### src/rtl/evreg_pkg.sv
package evreg_pkg;

    typedef struct packed {
        logic ev;
        logic sleep;
        logic wake;
    } evreg_state_t;

    localparam evreg_state_t EVREG_RESET = '{ev: 1'b0, sleep: 1'b0, wake: 1'b0};

endpackage

### src/rtl/evreg_pend_edge.sv
module evreg_pend_edge #(
    parameter int NUM_IRQ = 8
) (
    input  logic               clk,
    input  logic               rst_n,
    input  logic [NUM_IRQ-1:0] pend_i,
    output logic               rise_any_o
);
    logic [NUM_IRQ-1:0] prev_d, prev_q;
    logic [NUM_IRQ-1:0] rise;

    always_comb begin
        prev_d = pend_i;
        for (int i = 0; i < NUM_IRQ; i++) begin
            rise[i] = pend_i[i] & ~prev_q[i];
        end
        rise_any_o = |rise;
    end

    always_ff @(posedge clk or negedge rst_n) begin
        if (!rst_n) prev_q <= '0;
        else        prev_q <= prev_d;
    end
endmodule

### src/rtl/evreg_rxev_decode.sv
module evreg_rxev_decode #(
    parameter int CODE_W     = 3,
    parameter int ENTRY_CODE = 1,
    parameter int EXIT_CODE  = 2
) (
    input  logic [CODE_W-1:0] code_i,
    input  logic              trace_pwr_i,
    input  logic              halted_i,
    output logic              rxev_o
);
    localparam logic [CODE_W-1:0] ENTRY_V = CODE_W'(ENTRY_CODE);
    localparam logic [CODE_W-1:0] EXIT_V  = CODE_W'(EXIT_CODE);

    logic code_hit;

    always_comb begin
        code_hit = (code_i == ENTRY_V) || (code_i == EXIT_V);
        rxev_o   = halted_i | (trace_pwr_i & code_hit);
    end
endmodule

### src/rtl/evreg_fsm.sv
module evreg_fsm
    import evreg_pkg::*;
(
    input  logic clk,
    input  logic rst_n,
    input  logic sev_i,
    input  logic pend_rise_i,
    input  logic sev_on_pend_i,
    input  logic exc_entry_i,
    input  logic exc_exit_i,
    input  logic dbg_event_i,
    input  logic dbg_en_i,
    input  logic rxev_i,
    input  logic wfe_i,
    output logic sleeping_o,
    output logic wake_o
);
    evreg_state_t st_d, st_q;
    logic         set_cond;

    always_comb begin
        set_cond = sev_i
                 | (sev_on_pend_i & pend_rise_i)
                 | exc_entry_i
                 | exc_exit_i
                 | (dbg_event_i & dbg_en_i)
                 | rxev_i;

        st_d      = st_q;
        st_d.wake = 1'b0;

        if (st_q.sleep) begin
            if (set_cond) begin
                st_d.sleep = 1'b0;
                st_d.wake  = 1'b1;
                st_d.ev    = 1'b0;
            end
        end else begin
            if (wfe_i && !st_q.ev && !set_cond) begin
                st_d.sleep = 1'b1;
            end
            if (wfe_i && st_q.ev) begin
                st_d.ev = 1'b0;
            end
            if (set_cond) begin
                st_d.ev = 1'b1;
            end
        end
    end

    always_ff @(posedge clk or negedge rst_n) begin
        if (!rst_n) st_q <= EVREG_RESET;
        else        st_q <= st_d;
    end

    assign sleeping_o = st_q.sleep;
    assign wake_o     = st_q.wake;
endmodule

### src/rtl/evreg_wake_top.sv
module evreg_wake_top #(
    parameter int NUM_IRQ    = 8,
    parameter int CODE_W     = 3,
    parameter int ENTRY_CODE = 1,
    parameter int EXIT_CODE  = 2
) (
    input  logic               clk,
    input  logic               rst_n,
    input  logic               sev_local_i,
    input  logic               sev_remote_i,
    input  logic [NUM_IRQ-1:0] pend_i,
    input  logic               sev_on_pend_i,
    input  logic               exc_entry_i,
    input  logic               exc_exit_i,
    input  logic               dbg_event_i,
    input  logic               dbg_en_i,
    input  logic [CODE_W-1:0]  istat_code_i,
    input  logic               trace_pwr_i,
    input  logic               halted_i,
    input  logic               wfe_req_i,
    output logic               sleeping_o,
    output logic               wake_o
);
    logic pend_rise;
    logic rxev;
    logic sev_any;

    assign sev_any = sev_local_i | sev_remote_i;

    evreg_pend_edge #(.NUM_IRQ(NUM_IRQ)) u_pend (
        .clk        (clk),
        .rst_n      (rst_n),
        .pend_i     (pend_i),
        .rise_any_o (pend_rise)
    );

    evreg_rxev_decode #(
        .CODE_W     (CODE_W),
        .ENTRY_CODE (ENTRY_CODE),
        .EXIT_CODE  (EXIT_CODE)
    ) u_rxev (
        .code_i      (istat_code_i),
        .trace_pwr_i (trace_pwr_i),
        .halted_i    (halted_i),
        .rxev_o      (rxev)
    );

    evreg_fsm u_fsm (
        .clk           (clk),
        .rst_n         (rst_n),
        .sev_i         (sev_any),
        .pend_rise_i   (pend_rise),
        .sev_on_pend_i (sev_on_pend_i),
        .exc_entry_i   (exc_entry_i),
        .exc_exit_i    (exc_exit_i),
        .dbg_event_i   (dbg_event_i),
        .dbg_en_i      (dbg_en_i),
        .rxev_i        (rxev),
        .wfe_i         (wfe_req_i),
        .sleeping_o    (sleeping_o),
        .wake_o        (wake_o)
    );
endmodule

### config.mk
export PLATFORM = sky130hd
export DESIGN_NAME = evreg_wake_top
export DESIGN_NICKNAME = d
export VERILOG_FILES = /design/src/rtl/evreg_pkg.sv /design/src/rtl/evreg_pend_edge.sv /design/src/rtl/evreg_rxev_decode.sv /design/src/rtl/evreg_fsm.sv /design/src/rtl/evreg_wake_top.sv
export SDC_FILE = /design/constraint.sdc
export NUM_CORES = 1
export LEC_CHECK = 0
export BUFFER_PORTS_ARGS = -buffer_cell sky130_fd_sc_hd__buf_2
export CAP_MARGIN = 20
export CORE_AREA = 2 2 39 41
export CTS_CLUSTER_SIZE = 14
export DETAILED_ROUTE_END_ITERATION = 10
export DIE_AREA = 0 0 41 43
export HOLD_SLACK_MARGIN = 0.08
export PLACE_DENSITY_LB_ADDON = 0.2
export SLEW_MARGIN = 10
export SYNTH_ARGS = -nofsm -noshare
export SYNTH_HDL_FRONTEND = slang
export SYNTH_SLANG_ARGS = --single-unit
### constraint.sdc
create_clock -name clk -period 1.5 [get_ports clk]
set_clock_uncertainty 0.1 [all_clocks]
set_input_delay 0.225 -clock clk [delete_from_list [all_inputs] [get_ports clk]]
set_output_delay 0.225 -clock clk [all_outputs]
set_load 0.03 [all_outputs]
==> out/results.ini <==
[status]
status = complete, no violations

[setup_path]
crit_type = reg2reg
cp-end-kind = register
r2r-start = u_pend.prev_q[4]
rr_worst_depth = 3
cp_cell_sequence = o22ai_1 > o41a_1 > a211oi_1
r2r-end = u_fsm.st_q[2]
rrSetupSlack_ns = 0.21
critPathArrivalTime_ns = 1.36
cp_max_fo = 2
critPathLaunchType = register
cp.required_ns = 1.57
max_stage_delay_ns = 0.42
worstSetupStartpoint = u_pend.prev_q[4]
crit_end = u_fsm.st_q[2]
slowest_stage = o41a_1

[drt]
wl_per_cell_um = 9.80
drc = 0
finalWirelength_um = 902
via_per_inst = 4.51
vias = 415
first_pass_iters = 2
antenna_left = 0
drtIter0Drc = 2

[power_and_ir_drop]
pwr_density_cell_nw_per_um2 = 846
p_sw_mw = 0.136
p_int_mw = 0.457
swShare = 0.229
power.leakage_nw = 0.371
clock_power_share = 0.346
peakVddDrop_v = 0.000402
power_mw = 0.592
p_comb_frac = 0.129
p_seq_frac = 0.524

[synthesis]
yosysTopAreaCellShare = 0.621
yosys-top-cells-count = dfrtp_1, inv_1, o22ai_1
synth_edf_count = 0
synth_area_leaders = dfrtp_1, inv_1, o22ai_1
synth_top_area_cell = dfrtp_1
synth_cell_types = 14
postSynthAreaPerCell_sq_um = 11.4
yosysMostFrequentCell = dfrtp_1
synthesis.nets = 62
synth_cells = 39
syn-cell-area_sq_um = 443
yosys_warnings = 0
ys_ff_latch = 11
synthFlopType = dfrtp_1
yosysSeqAreaShare = 0.621
async_flop_share = 1.00

[layout]
multi_input_area_sq_um = 130
area_growth_pct = 57.9
regArea_sq_um = 275
num_antenna_cells = 0
finalNetCount = 100
fill_cells = 136
layout-drive-gt1-share = 0.368

[clock_tree]
clk_pin_slew_ns = 0.07
cts.path.max_buffers = 2
cts_max_level = 1
clock_latency_ns = 0.27
root_buffer = clkbuf_4
cts.sinks = 11
cts_tree = yes
cts_resized = 0
numCtsBuffers = 3
post-cts-setup-buffers = 0
hold_buffers = 9

[placed_design]
hpwl_um = 699
gp_congestion = 0.733
port_buffers = 24

[floorplanning]
die_area_sq_um = 1760
start_util = 0.320
die_w_um = 41
io_pins = 25
row_count = 14
die_y_um = 43
core_sq_um = 1380

[hold_path]
hp-class = in2reg
holdPathStages = 3
worst_hold_startpoint = sev_on_pend_i

[global_route]
grt_pass1_vias = 358
grt_max_degree = 12
antenna_found_initial = 0
grt.total_usage = 0.135
grt_first_pass_wirelength_um = 1450
grt-ovfl-total = 0

[sta]
finalSetupViolCount = 0
fin_crit_ns = 1.29
relSlewSlack = 0.749
hold_viol = 0
fin_crit_sh = 0.858
setup_tns_ns = 0
maxSlewViolCount = 0
tightest_slew_ns = 0.370
clock.fmax_mhz = 777
rsz0062_at_grt = false

[run]
drv_cap = 0

-- final cells by class --
class / instances / area share
inverter: 10 / 0.0537
timing repair buffer: 33 / 0.301
clock buffer: 4 / 0.0376
multi-input combinational: 18 / 0.186
tap: 16 / 0.0286
sequential: 11 / 0.394
-- worst min path at each step --
stage | endpoint | slack, ns
after floorplan | u_fsm.sleeping_o | -0.17
after global placement | u_fsm.wake_o | 0.005
after detailed placement | u_pend.prev_q[4] | 0.009
after CTS | u_fsm.st_q[2] | 0.14
after global routing | u_fsm.st_q[2] | 0.14
final | u_fsm.st_q[2] | 0.14
-- metrics by stage --
step           std cells  hold WS (ns)  instance area [sq um]  setup slack (ns)  utilization
6_report              92         0.139                    699             0.212        0.505
5_1_grt               92         0.145                    699             0.136        0.505
4_1_cts               92         0.139                    699             0.192        0.505
3_5_place_dp          79       0.00878                    583            0.0883        0.421
3_3_place_gp          79       0.00548                    583            0.0715        0.421
2_1_floorplan         39        -0.171                    443             0.276            -
-- logic make-up (layout without fill, tap and decap cells) --
| kind of cell | Yosys count | count (layout) | share of synthesized area |
|---|---|---|---|
| AND/OR/NAND/NOR | 6 | 6 | 0.102 |
| flip-flops | 11 | 11 | 0.621 |
| XOR/XNOR | 1 | 1 | 0.0198 |
| AO/OA/AOI/OAI | 11 | 11 | 0.172 |
| buffers and inverters | 10 | 47 | 0.0848 |
-- power groups by stage --
stage,Combinational [mW],Clock [mW],Sequential (mW)
floorplan,0.0190,0,0.315
global placement,0.0587,0,0.316
detailed placement,0.0605,0,0.316
CTS,0.0784,0.214,0.310
global route,0.0873,0.228,0.311
finish,0.0766,0.205,0.310
-- routing by layer --
metal,GRT usage,wire length (um),part of all wire
met1,0.149,385,0.43
met2,0.181,410,0.45
met3,0.0785,81,0.090
met4,0.100,25,0.028
met5,0,0,0
-- layout by cell type (no fill, tap or decap) --
| cell type | n |
|---|---|
| a211oi_1 | 1 |
| a21oi_1 | 3 |
| and2_1 | 2 |
| buf_2 | 24 |
| clkbuf_1 | 1 |
| clkbuf_4 | 3 |
| dfrtp_1 | 11 |
| dlygate4sd3_1 | 9 |
| inv_1 | 10 |
| nand2b_1 | 1 |
| nor3b_1 | 1 |
| nor4_2 | 1 |
| o22ai_1 | 4 |
| o311ai_1 | 1 |
| o41a_1 | 1 |
| o41ai_1 | 1 |
| or2_1 | 1 |
| xnor2_1 | 1 |
-- state kept, by name, summed over array words and instances (netlist names) --
name,count
u_pend.prev_q,8
u_fsm.sleeping_o,1
u_fsm.st_q,1
u_fsm.wake_o,1
-- worst max-delay path, delay by kind of cell (launching register included) --
| family | cells | cell delay [ns] |
|---|---|---|
| flip-flops | 1 | 0.33 |
| AO/OA/AOI/OAI | 3 | 0.76 |
Power figures use the tool's default switching activity.
